$ cat config.mk
export PLATFORM = sky130hd
export DESIGN_NAME = atr_engine
export DESIGN_NICKNAME = d
export VERILOG_FILES = /design/src/rtl/atr_pkg.sv /design/src/rtl/atr_burst.sv /design/src/rtl/atr_lane.sv /design/src/rtl/atr_ctrl.sv /design/src/rtl/atr_engine.sv
export SDC_FILE = /design/constraint.sdc
export NUM_CORES = 1
export LEC_CHECK = 0
export BUFFER_PORTS_ARGS = -buffer_cell sky130_fd_sc_hd__buf_2
export CELL_PAD_IN_SITES_DETAIL_PLACEMENT = 2
export CELL_PAD_IN_SITES_GLOBAL_PLACEMENT = 2
export CORE_MARGIN = 4
export CORE_UTILIZATION = 32
export CTS_CLUSTER_DIAMETER = 60
export DETAILED_ROUTE_END_ITERATION = 8
export PLACE_DENSITY_LB_ADDON = 0.25
export SYNTH_ARGS = -nofsm -noshare
export SYNTH_HDL_FRONTEND = slang
export SYNTH_SLANG_ARGS = --single-unit
$ cat constraint.sdc
create_clock -name clk -period 4.4 [get_ports clk]
set_input_delay 0.66 -clock clk [delete_from_list [all_inputs] [get_ports clk]]
set_output_delay 0.66 -clock clk [all_outputs]
set_load 0.1 [all_outputs]
$ cat src/rtl/atr_pkg.sv
package atr_pkg;
  typedef enum logic [1:0] {XS_IDLE, XS_PIO, XS_DMA} xfer_state_e;
  localparam logic [7:0] ST_PIO_ACTIVE = 8'h58;
  localparam logic [7:0] ST_DMA_ACTIVE = 8'hD0;
  localparam logic [7:0] ST_COMPLETE   = 8'h50;
  localparam logic [7:0] ST_DRQ_MASK   = 8'h08;
  localparam logic [7:0] RSN_DATA_IN   = 8'h02;
  localparam logic [7:0] RSN_COMPLETE  = 8'h03;
endpackage

$ cat src/rtl/atr_burst.sv
module atr_burst #(
  parameter int LEN_W = 16
) (
  input  logic             clk,
  input  logic             rst,
  input  logic             abort,
  input  logic             go,
  input  logic [LEN_W-1:0] go_len,
  output logic             busy,
  output logic             step
);
  logic [LEN_W-1:0] cnt_q;

  assign busy = (cnt_q != '0);
  assign step = busy;

  always_ff @(posedge clk) begin
    if (rst || abort) cnt_q <= '0;
    else if (go)      cnt_q <= go_len;
    else if (step)    cnt_q <= cnt_q - 1'b1;
  end
endmodule

$ cat src/rtl/atr_lane.sv
module atr_lane (
  input  logic        clk,
  input  logic        rst,
  input  logic        pio_rd,
  input  logic        pio_take,
  input  logic        step,
  input  logic        sel,
  input  logic [15:0] buf_rdata,
  output logic        pio_rvalid,
  output logic [15:0] pio_rdata,
  output logic        dma_bvalid,
  output logic [7:0]  dma_byte
);
  localparam int NLANE = 2;
  logic [7:0] lane [NLANE];
  logic rd_q, ok_q, bv_q, sel_q;

  for (genvar g = 0; g < NLANE; g++) begin : g_lane
    assign lane[g] = buf_rdata[8*g +: 8];
  end

  always_ff @(posedge clk) begin
    if (rst) begin
      rd_q <= 1'b0; ok_q <= 1'b0; bv_q <= 1'b0; sel_q <= 1'b0;
    end else begin
      rd_q  <= pio_rd;
      ok_q  <= pio_take;
      bv_q  <= step;
      sel_q <= sel;
    end
  end

  assign pio_rvalid = rd_q;
  assign pio_rdata  = ok_q ? buf_rdata : 16'hFFFF;
  assign dma_bvalid = bv_q;
  assign dma_byte   = lane[sel_q];
endmodule

$ cat src/rtl/atr_ctrl.sv
module atr_ctrl
  import atr_pkg::*;
#(
  parameter int LEN_W = 16
) (
  input  logic             clk,
  input  logic             rst,
  input  logic             start,
  input  logic [LEN_W-1:0] start_len,
  input  logic [LEN_W-1:0] start_blk,
  input  logic             start_dma,
  input  logic             pio_rd,
  input  logic             dma_req,
  input  logic [LEN_W-1:0] dma_req_len,
  input  logic             busy,
  input  logic             step,
  output logic             pio_take,
  output logic             dma_go,
  output logic [LEN_W-1:0] go_len,
  output logic [LEN_W:0]   off,
  output logic             ack,
  output logic [LEN_W-1:0] moved,
  output logic [7:0]       status,
  output logic [7:0]       reason,
  output logic [LEN_W-1:0] bcount,
  output logic             irq,
  output logic             done
);
  localparam int OFF_W = LEN_W + 1;

  xfer_state_e       state_q;
  logic [LEN_W-1:0]  len_q, blk_q;
  logic [OFF_W-1:0]  off_q, remaining, req_ext, clip, len_ext, off_p1, off_p2;
  logic [OFF_W-1:0]  left_q, left_m2;
  logic              accept;

  assign len_ext   = {1'b0, len_q};
  assign req_ext   = {1'b0, dma_req_len};
  assign remaining = len_ext - off_q;
  assign clip      = (state_q != XS_DMA) ? '0 :
                     (req_ext < remaining) ? req_ext : remaining;
  assign off_p1    = off_q + 1'b1;
  assign off_p2    = off_q + 2'd2;
  assign left_m2   = left_q - 2'd2;
  assign accept    = dma_req && !busy && !start;
  assign pio_take  = pio_rd && (state_q == XS_PIO) && !start;
  assign dma_go    = accept && (clip != '0);
  assign go_len    = clip[LEN_W-1:0];
  assign off       = off_q;

  always_ff @(posedge clk) begin
    if (rst) begin
      state_q <= XS_IDLE;
      len_q <= '0; blk_q <= '0; off_q <= '0; left_q <= '0;
      status <= '0; reason <= '0; bcount <= '0;
      irq <= 1'b0; done <= 1'b0; ack <= 1'b0; moved <= '0;
    end else begin
      irq  <= 1'b0;
      done <= 1'b0;
      ack  <= 1'b0;
      if (start) begin
        len_q  <= start_len;
        off_q  <= '0;
        reason <= RSN_DATA_IN;
        if (start_dma) begin
          state_q <= XS_DMA;
          status  <= ST_DMA_ACTIVE;
        end else begin
          state_q <= XS_PIO;
          status  <= ST_PIO_ACTIVE;
          bcount  <= start_len;
          blk_q   <= start_blk;
          left_q  <= {1'b0, start_blk};
          irq     <= 1'b1;
        end
      end else begin
        if (pio_take) begin
          off_q <= off_p2;
          if (off_p2 >= len_ext) begin
            state_q <= XS_IDLE;
            status  <= status & ~ST_DRQ_MASK;
            reason  <= RSN_COMPLETE;
            irq     <= 1'b1;
          end else if (left_m2[LEN_W] || left_m2 == '0) begin
            left_q <= {1'b0, blk_q};
            irq    <= 1'b1;
          end else begin
            left_q <= left_m2;
          end
        end
        if (step) begin
          off_q <= off_p1;
          if (off_p1 >= len_ext) begin
            state_q <= XS_IDLE;
            status  <= ST_COMPLETE;
            reason  <= RSN_COMPLETE;
            irq     <= 1'b1;
            done    <= 1'b1;
          end
        end
        if (accept) begin
          ack   <= 1'b1;
          moved <= clip[LEN_W-1:0];
        end
      end
    end
  end
endmodule

$ cat src/rtl/atr_engine.sv
module atr_engine #(
  parameter int LEN_W = 16
) (
  input  logic             clk,
  input  logic             rst,
  input  logic             start,
  input  logic [LEN_W-1:0] start_len,
  input  logic [LEN_W-1:0] start_blk,
  input  logic [7:0]       start_feat,
  input  logic             pio_rd,
  output logic             pio_rvalid,
  output logic [15:0]      pio_rdata,
  input  logic             dma_req,
  input  logic [LEN_W-1:0] dma_req_len,
  output logic             dma_ack,
  output logic [LEN_W-1:0] dma_moved,
  output logic             dma_busy,
  output logic             dma_bvalid,
  output logic [7:0]       dma_byte,
  output logic             buf_ren,
  output logic [LEN_W-2:0] buf_raddr,
  input  logic [15:0]      buf_rdata,
  output logic [7:0]       status,
  output logic [7:0]       intr_reason,
  output logic [LEN_W-1:0] byte_count,
  output logic             irq,
  output logic             dma_done
);
  logic             pio_take, dma_go, step;
  logic [LEN_W-1:0] go_len;
  logic [LEN_W:0]   off;

  atr_ctrl #(.LEN_W(LEN_W)) u_ctrl (
    .clk(clk), .rst(rst), .start(start), .start_len(start_len),
    .start_blk(start_blk), .start_dma(start_feat[0]), .pio_rd(pio_rd),
    .dma_req(dma_req), .dma_req_len(dma_req_len), .busy(dma_busy),
    .step(step), .pio_take(pio_take), .dma_go(dma_go), .go_len(go_len),
    .off(off), .ack(dma_ack), .moved(dma_moved), .status(status),
    .reason(intr_reason), .bcount(byte_count), .irq(irq), .done(dma_done)
  );

  atr_burst #(.LEN_W(LEN_W)) u_burst (
    .clk(clk), .rst(rst), .abort(start), .go(dma_go), .go_len(go_len),
    .busy(dma_busy), .step(step)
  );

  atr_lane u_lane (
    .clk(clk), .rst(rst), .pio_rd(pio_rd), .pio_take(pio_take),
    .step(step), .sel(off[0]), .buf_rdata(buf_rdata),
    .pio_rvalid(pio_rvalid), .pio_rdata(pio_rdata),
    .dma_bvalid(dma_bvalid), .dma_byte(dma_byte)
  );

  assign buf_ren   = pio_take | step;
  assign buf_raddr = off[LEN_W-1:1];
endmodule

==> results of run 1 <==
## how the worst min path moves through the flow
stage / from / endpoint / depth (start not counted)
floorplan: u_ctrl.blk_q[7] / u_ctrl.blk_q[7] / 2
global placement: u_ctrl.reason[1] / u_ctrl.reason[1] / 2
detailed placement: u_ctrl.reason[5] / u_ctrl.reason[5] / 1
CTS: u_ctrl.moved[2] / u_ctrl.moved[2] / 2
global route: start_blk[10] / u_ctrl.blk_q[10] / 3
finish: u_ctrl.moved[2] / u_ctrl.moved[2] / 2
## flip-flops by register name, summed over array words and instances, names as in the netlist
| register | flops |
|---|---|
| u_ctrl.irq | 1 |
| u_ctrl.state_q | 2 |
| u_lane.dma_bvalid | 1 |
| u_ctrl.off | 17 |
| u_ctrl.moved | 16 |
| u_ctrl.len_q | 16 |
| u_ctrl.status | 3 |
| u_ctrl.ack | 1 |
| u_burst.cnt_q | 16 |
| u_lane.pio_rvalid | 1 |
| u_ctrl.reason | 8 |
| u_ctrl.blk_q | 16 |
| u_lane.ok_q | 1 |
| u_lane.sel_q | 1 |
| u_ctrl.left_q | 17 |
| u_ctrl.bcount | 16 |
| u_ctrl.done | 1 |
## cell families (layout without fill, tap and decap cells)
logic type	after synthesis	after routing	synth area share (%)
adder cells (fa/ha/maj)	68	68	9.855
other	1	4	0.04306
AO/OA/AOI/OAI	232	232	16.88
XOR/XNOR	73	73	7.341
multiplexers	37	37	4.367
flip-flops	134	134	30.80
buffers and inverters	124	295	7.082
AND/OR/NAND/NOR	433	433	23.63
## layer usage
metal	vias to the layer above	global-route usage [%]
met5	-	0
li1	4116	-
met3	28	3.607
met2	147	37.54
met4	0	3.824
met1	4185	24.86
## critical path, stage by stage (launching register included)
cell	delay [ns]
dfxtp_1	0.32
inv_1	0.13
nor3_1	0.37
nand4_1	0.35
nor2_2	0.27
nand2_1	0.11
xnor2_1	0.24
ha_1	0.33
a211oi_1	0.28
o21ai_1	0.17
or3b_2	0.46
o21bai_1	0.19
o211a_1	0.29
a21o_4	0.22
buf_4	0.13
buf_4	0.10
o21a_1	0.11
o32ai_1	0.08
## area by class of cell
cell class	count	area (um^2)	area share, %
multi-input combinational	847	5537	52.30
sequential	134	2683	25.34
timing repair buffer	210	1196	11.30
tap	341	426.7	4.030
clock buffer	17	425.4	4.018
inverter	56	210.2	1.986
clock inverter	12	108.9	1.028
## where the power goes
part | switching [mW] | leakage [nW] | internal [mW]
Sequential | 0.132 | 1.09 | 1.34
Clock | 0.582 | 0.249 | 0.766
Combinational | 1.86 | 3.25 | 0.869
## repair_timing
item | in CTS | in global routing
gates resized for setup | 0 | 29
setup endpoints to repair | 0 | 63
setup buffers | 0 | 6
## cell usage in the layout, fill, tap and decap left out, types with 6 or more instances in the layout
| cell | count |
|---|---|
| nand2_1 | 173 |
| buf_2 | 158 |
| dfxtp_1 | 134 |
| a21oi_1 | 96 |
| nor2_1 | 95 |
| ha_1 | 66 |
| inv_1 | 55 |
| xnor2_1 | 55 |
| buf_4 | 49 |
| o21ai_0 | 33 |
| nand2b_1 | 28 |
| mux2i_1 | 28 |
| nor3_1 | 24 |
| xor2_1 | 18 |
| nand3_1 | 17 |
| clkbuf_16 | 17 |
| a21o_1 | 11 |
| o21a_1 | 10 |
| o21ai_1 | 10 |
| or3_1 | 10 |
| and3_1 | 9 |
| nor2b_1 | 9 |
| nor4_1 | 9 |
| o211a_1 | 9 |
| and2_1 | 8 |
| nand4_1 | 8 |
| mux2_2 | 8 |
| nor3_2 | 6 |
| a211oi_1 | 6 |
==> metrics, run 1 <==
share of the synthesized area in the top cell type=30.80%; Core ar.=26,880 um^2; Max Slew Vio Count=0; Gate Count Post-Synth=1,102; first-pass GRT wire length=49,500 um; endpoints failing setup=0; most common cell in the synthesized netlist=nand2_1; die height=173.0 um; met2 WL=15,870 um; Net count, final=1,411; post-layout worst setup margin=0.05361 ns; FF-to-FF Start=u_ctrl.off[1]; routed len/inst=19.26 um; largest net degree at the start of global routing=95; RR Endpoint=u_ctrl.left_q[1]; standard-cell rows=60; top cells by area, synth=dfxtp_1, ha_1, nand2_1; CP max FO=10; Total Power=5.548 mW; Max VDD drop=0.3153 mV; Leak=4.589 nW; CTS root buf=clkbuf_16; port bufs=159; Final Hold Fails=0; TritonCTS clock tree=yes; worst setup path class=reg2reg; Die W=173.0 um; Filler cells=3,143; FMAX=230.1 MHz; Longest Clk Path Bufs=2; post-route ant nets=0; sequential-to-total area share from yosys stat=30.80%; initial core utilization=32.41%; Distinct cells, synth=78; GP Congestion=0.8950; H-tree depth=4; final instance area=10,590 um^2; WL met3=1222 um; number of flops mapped to enable cells by yosys=0; Via density=5.242; Clock Latency Late Sink=0.42 ns; Rel. slew slack=29.27%; worst hold path type=reg2reg; status=finished clean; GRT Util Overall=20.32%; R2R cell count=17; WHS=0.4530 ns; total overflow reported by the global router=0; Post-synth top cells=nand2_1, dfxtp_1, a21oi_1, nor2_1, ha_1; DR iter-0 viols=322; Setup Skew=0.01188 ns; n_diodes=0; crit start category=flip-flop; register-to-register setup slack=0.05 ns; placed wire-length estimate=23,570 um; Post-Place Worst Slack=0.1210 ns; Worst-path clk slew=0.06 ns; worst setup path startpoint=u_ctrl.off[1]; number of top-level pins=171; Post-synth ARST share=0%; Main synth FF type=dfxtp_1; final WL=31,140 um; M1 WL=13,670 um; area leader, netlist=dfxtp_1; Critical Path RT=4.65 ns; Mapped Area=8710 um^2; CP Capture Point=u_ctrl.left_q[1]; synthesis-to-finish area growth=21.55%; final std cells w/o fill=1,617; initial antenna violation count=0; placed cells=1,582; Arrival @ worst endpoint=4.59 ns; Worst-Margin Slew=1.061 ns; TritonRoute pass-1 iters=4; Yosys warning count=0; Highest Signal Layer=met4; drt drc=0; Final Core Density=39.39%; cts bufs inserted=17; final worst path period share=98.78%; Final Critical Period=4.346 ns; Power Dens Cells=524.1 nW/um^2; crit end category=flip-flop; Mapped Avg Cell Area=7.903 um^2; FF+latch count, synth=134; DR vias=8,476; Sink Count=134; Post-CTS Hold Buffers=0; DP Area=9879 um^2; Max-cap violations=0; vias in the first global route=9,045; Total Negative Setup Slacks=0 ns; die area=29,920 um^2; layout cells sized above 1=22.34%
Power figures use the tool's default switching activity.
==> run 2: changes to the inputs <==
--- a/config.mk
+++ b/config.mk
@@ -9,7 +9,7 @@
 export CELL_PAD_IN_SITES_DETAIL_PLACEMENT = 2
 export CELL_PAD_IN_SITES_GLOBAL_PLACEMENT = 2
 export CORE_MARGIN = 4
-export CORE_UTILIZATION = 32
+export CORE_UTILIZATION = 35
 export CTS_CLUSTER_DIAMETER = 60
 export DETAILED_ROUTE_END_ITERATION = 8
 export PLACE_DENSITY_LB_ADDON = 0.25
==> constraint.sdc (replaced) <==
create_clock -name clk -period 5.2 [get_ports clk]
set_input_delay 0.78 -clock clk [delete_from_list [all_inputs] [get_ports clk]]
set_output_delay 0.78 -clock clk [all_outputs]
set_load 0.1 [all_outputs]
==> metrics, run 2 (same netlist as run 1, synthesis figures left out) <==
status=finished clean (unchanged); placed wire-length estimate=23,080 um (was 23,570 um); Post-CTS Hold Buffers=0 (unchanged); Final Hold Fails=0 (unchanged); Leak=4.441 nW (was 4.589 nW); Max Slew Vio Count=0 (unchanged); WL met3=1058 um (was 1222 um); TritonRoute pass-1 iters=6 (was 4); unrepaired setup endpoints after global routing=no; Highest Signal Layer=met4 (unchanged); vias in the first global route=9,165 (was 9,045); port bufs=159 (unchanged); total overflow reported by the global router=0 (unchanged); worst hold path type=reg2reg (unchanged); M1 WL=13,570 um (was 13,670 um); met2 WL=15,350 um (was 15,870 um); endpoints failing setup=0 (unchanged); layout cells sized above 1=18.50% (was 22.34%); final worst path period share=90.90% (was 98.78%); post-layout worst setup margin=0.4729 ns (was 0.05361 ns); initial antenna violation count=0 (unchanged); standard-cell rows=57 (was 60); Via density=5.338 (was 5.242); synthesis-to-finish area growth=17.74% (was 21.55%); GRT Util Overall=22.09% (was 20.32%); Final Core Density=42.04% (was 39.39%); WP buf/inv=3 (unchanged); crit end category=flip-flop (unchanged); H-tree depth=4 (unchanged); most common library cell in the layout ignoring fill and taps=nand2_1 (unchanged); routed len/inst=19.53 um (was 19.26 um); CTS root buf=clkbuf_16 (unchanged); Arrival @ worst endpoint=5.08 ns (was 4.59 ns); most frequent cells in the layout=nand2_1, buf_2, dfxtp_1, nor2_1, a21oi_1 (was nand2_1, buf_2, dfxtp_1, a21oi_1, nor2_1); Final Critical Period=4.727 ns (was 4.346 ns); Worst-path clk slew=0.06 ns (about the same); Worst-Margin Slew=0.8721 ns (was 1.061 ns); Longest Clk Path Bufs=2 (unchanged); Total Negative Setup Slacks=0 ns (unchanged); CP max stage cell=fa_1 (was or3b_2); Total Power=4.749 mW (was 5.548 mW); Post CTS Setup Buffer Count=0 (unchanged); crit start category=flip-flop (unchanged); first-pass GRT wire length=49,530 um (was 49,500 um); crit path cell chain=inv_1, fa_1, a211oi_1, o211ai_1, a41oi_1, o21ai_1, xor2_1, inv_1, ha_1, o21ai_0, nand2b_1, a21oi_1, a211oi_1, nand3_1, buf_12, a211o_1, o21ai_0, nand4b_1, a31oi_1 (was inv_1, nor3_1, nand4_1, nor2_2, nand2_1, xnor2_1, ha_1, a211oi_1, o21ai_1, or3b_2, o21bai_1, o211a_1, a21o_4, buf_4, buf_4, o21a_1, o32ai_1); post-route ant nets=0 (unchanged); Core ar.=24,390 um^2 (was 26,880 um^2); DR vias=8,365 (was 8,476); Critical Path Max Stage Delay=0.50 ns (was 0.46 ns); die height=165.8 um (was 173.0 um); Power Dens Cells=463.1 nW/um^2 (was 524.1 nW/um^2); final std cells w/o fill=1,567 (was 1,617); delay-heaviest family, CP=compound AO/OA/AOI/OAI gates (was simple AND/OR/NAND/NOR gates); FMAX=211.5 MHz (was 230.1 MHz); DR iter-0 viols=339 (was 322); Max VDD drop=0.2270 mV (was 0.3153 mV); number of top-level pins=171 (unchanged); cts bufs inserted=17 (unchanged); GP Congestion=0.8787 (was 0.8950); Clock Latency Late Sink=0.43 ns (was 0.42 ns); TritonCTS clock tree=yes (unchanged); Die W=165.8 um (was 173.0 um); n_diodes=0 (unchanged); Setup Skew=0.01219 ns (was 0.01188 ns); initial core utilization=35.71% (was 32.41%); die area=27,470 um^2 (was 29,920 um^2); final WL=30,600 um (was 31,140 um); Sink Count=134 (unchanged); Critical Path RT=5.55 ns (was 4.65 ns); worst setup path class=reg2reg (unchanged); post-CTS resize count=0 (unchanged); Filler cells=2,875 (was 3,143); Net count, final=1,375 (was 1,411); Rel. slew slack=41.86% (was 29.27%); placed cells=1,535 (was 1,582); drt drc=0 (unchanged); Max-cap violations=0 (unchanged); CP max FO=31 (was 10); largest net degree at the start of global routing=77 (was 95); Post-Place Worst Slack=0.4626 ns (was 0.1210 ns)
[run 2: cell count changes in the layout (fill, tap and decap cells not counted), sizes merged]
cell	previous run	this run
buf	210	174
clkinvlp	5	2
bufinv	1	3
clkbuf	17	19
inv	57	59
[run 2: tightest hold or removal path, stage by stage, from the launching register on]
cell and delay (ns):
dfxtp_1 0.30, nand2_1 0.05, a21oi_1 0.05
[run 2: path summary, 6_finish.rpt]
check                    from                to  slack, ns  cells after the start
max             u_ctrl.off[1]  u_burst.cnt_q[1]       0.47                     19
min          u_ctrl.bcount[9]  u_ctrl.bcount[9]       0.45                      2
max reg2reg     u_ctrl.off[1]  u_burst.cnt_q[1]       0.47                     19
min reg2reg  u_ctrl.bcount[9]  u_ctrl.bcount[9]       0.45                      2
[run 2: area by class of cell]
cell class	count	area, um^2	share of cell area, %
clock buffer	19	432.9	4.222
clock inverter	13	171.4	1.672
inverter	56	210.2	2.050
multi-input combinational	847	5429	52.94
sequential	134	2683	26.16
tap	324	405.4	3.953
timing repair buffer	174	923.4	9.004
[run 2: per-stage QoR]
step | hold WS [ns] | area [um^2]
floorplan | 0.4318 | 8721
global placement | 0.4374 | 9646
detailed placement | 0.4432 | 9646
CTS | 0.4588 | 10250
global route | 0.4804 | 10250
finish | 0.4530 | 10250
[run 2: routing by layer]
metal | track usage, % | vias up
met5 | 0 | -
met4 | 6.133 | 0
met3 | 3.856 | 44
met2 | 39.36 | 173
met1 | 27.46 | 4110
li1 | - | 4038
[run 2: where the power goes]
group          internal (mW)  switching, mW
clock                  0.761          0.511
sequential              1.13          0.115
combinational          0.675           1.55
==> run 3: changes to the inputs <==
==> constraint.sdc (replaced) <==
create_clock -name clk -period 5.2 [get_ports clk]
set_input_delay 0.52 -clock clk [delete_from_list [all_inputs] [get_ports clk]]
set_output_delay 0.52 -clock clk [all_outputs]
set_load 0.1 [all_outputs]
==> metrics, run 3 (same netlist as run 1, synthesis figures left out) <==
FMAX=213.1 MHz (was 211.5 MHz); Final Hold Fails=0 (unchanged); cts bufs inserted=17 (unchanged); Psw=2.180 mW (about the same); DR vias=8,315 (was 8,365); Core ar.=24,390 um^2 (unchanged); post-CTS resize count=0 (unchanged); Final Critical Period=4.692 ns (was 4.727 ns); H-tree depth=4 (unchanged); GRT Util Overall=21.86% (was 22.09%); die height=165.8 um (unchanged); final WL=30,290 um (was 30,600 um); Rel. slew slack=43.62% (was 41.86%); post-route ant nets=0 (unchanged); Worst-path clk slew=0.07 ns (was 0.06 ns); Longest Clk Path Bufs=2 (unchanged); port bufs=159 (unchanged); Total Negative Setup Slacks=0 ns (unchanged); Post-Place Worst Slack=0.5664 ns (was 0.4626 ns); Critical Path RT=5.54 ns (was 5.55 ns); number of top-level pins=171 (unchanged); Final Core Density=41.78% (was 42.04%); Switching Fraction=46.93% (was 45.91%); layout cells sized above 1=18.42% (was 18.50%); post-layout worst setup margin=0.5078 ns (was 0.4729 ns); final std cells w/o fill=1,567 (unchanged); total overflow reported by the global router=0 (unchanged); placed wire-length estimate=23,280 um (was 23,080 um); n_diodes=0 (unchanged); status=finished clean (unchanged); Setup Skew=0.01031 ns (was 0.01219 ns); CTS root buf=clkbuf_16 (unchanged); Seq pwr share=26.8% (was 26.3%); final worst path period share=90.24% (was 90.90%); most frequent cells in the layout=nand2_1, buf_2, dfxtp_1, nor2_1, a21oi_1 (unchanged); endpoints failing setup=0 (unchanged); GP Congestion=0.8962 (was 0.8787); Power Dens Cells=455.9 nW/um^2 (was 463.1 nW/um^2); worst setup path class=reg2reg (unchanged); drt drc=0 (unchanged); Clock Latency Late Sink=0.43 ns (about the same); Via density=5.306 (was 5.338); first-pass GRT wire length=49,260 um (was 49,530 um); Max VDD drop=0.2799 mV (was 0.2270 mV); clock share of power=25.3% (was 26.8%); initial core utilization=35.71% (unchanged); CP max FO=35 (was 31); Leak=4.409 nW (was 4.441 nW); Net count, final=1,375 (unchanged); internal power=2.465 mW (was 2.569 mW); crit end category=flip-flop (unchanged); die area=27,470 um^2 (unchanged); vias in the first global route=8,993 (was 9,165); standard-cell rows=57 (unchanged); most common library cell in the layout ignoring fill and taps=nand2_1 (unchanged); synthesis-to-finish area growth=17.01% (was 17.74%); worst hold path type=in2reg (was reg2reg); Post CTS Setup Buffer Count=0 (unchanged); unrepaired setup endpoints after global routing=no (unchanged); TritonRoute pass-1 iters=5 (was 6); TritonCTS clock tree=yes (unchanged); Max Slew Vio Count=0 (unchanged); placed cells=1,535 (unchanged); routed len/inst=19.33 um (was 19.53 um); DR iter-0 viols=328 (was 339); initial antenna violation count=0 (unchanged); crit start category=flip-flop (unchanged); largest net degree at the start of global routing=76 (was 77); Filler cells=2,900 (was 2,875); Combinational Power Share=47.9% (was 46.9%); Die W=165.8 um (unchanged); Sink Count=134 (unchanged); Post-CTS Hold Buffers=0 (unchanged); Max-cap violations=0 (unchanged); Worst-Margin Slew=0.8457 ns (was 0.8721 ns); Arrival @ worst endpoint=5.03 ns (was 5.08 ns)
==> run 3: area by class of cell <==
class	count	area (um^2)	area share (%)
Clock buffer	19	432.9	4.248
Clock inverter	13	125.1	1.228
Inverter	56	210.2	2.063
Multi-Input combinational cell	847	5424	53.22
Sequential cell	134	2683	26.32
Tap cell	324	405.4	3.978
Timing Repair Buffer	174	910.9	8.938
==> run 3: metal layers <==
metal	track usage, %	vias to the layer above	wire (um)
li1	-	4040	-
met1	27.07	4107	13440
met2	39.47	142	15450
met3	3.737	26	977
met4	5.380	0	421
met5	0	-	0
==> run 3: final timing paths <==
path | start | endpoint | slack, ns | cells after the start
max | u_ctrl.off[1] | u_burst.cnt_q[0] | 0.51 | 17
min | start_blk[8] | u_ctrl.blk_q[8] | 0.34 | 3
max reg2reg | u_ctrl.off[1] | u_burst.cnt_q[0] | 0.51 | 17
min reg2reg | u_ctrl.bcount[0] | u_ctrl.bcount[0] | 0.45 | 2
==> run 3: worst max-delay path, cell delays in order, from the launching register on <==
cell,delay (ns)
dfxtp_1,0.45
inv_1,0.21
fa_1,0.51
a211oi_1,0.33
o211ai_1,0.21
a41oi_1,0.40
xnor2_1,0.20
inv_1,0.09
ha_1,0.30
and4_1,0.24
o31ai_1,0.12
a211oi_1,0.33
nand3_1,0.12
buf_4,0.25
a211o_1,0.26
o21ai_0,0.15
nand4b_1,0.21
a31oi_1,0.23
==> run 3: power by group through the flow <==
stage	registers, mW	logic (mW)	clock network (mW)
after floorplan	1.37	1.53	0
after global placement	1.26	2.14	0
after detailed placement	1.27	2.19	0
after CTS	1.25	2.24	1.21
after global routing	1.26	2.44	1.25
final	1.25	2.22	1.17
==> run 3: per-stage QoR <==
step                      total power, mW  hold WS [ns]  instance area [um^2]
after floorplan                     2.900        0.4318                  8721
after global placement              3.402        0.4374                  9633
after detailed placement            3.460        0.4475                  9633
after CTS                           4.696        0.3249                 10190
after global routing                4.956        0.3327                 10190
final                               4.646        0.3437                 10190
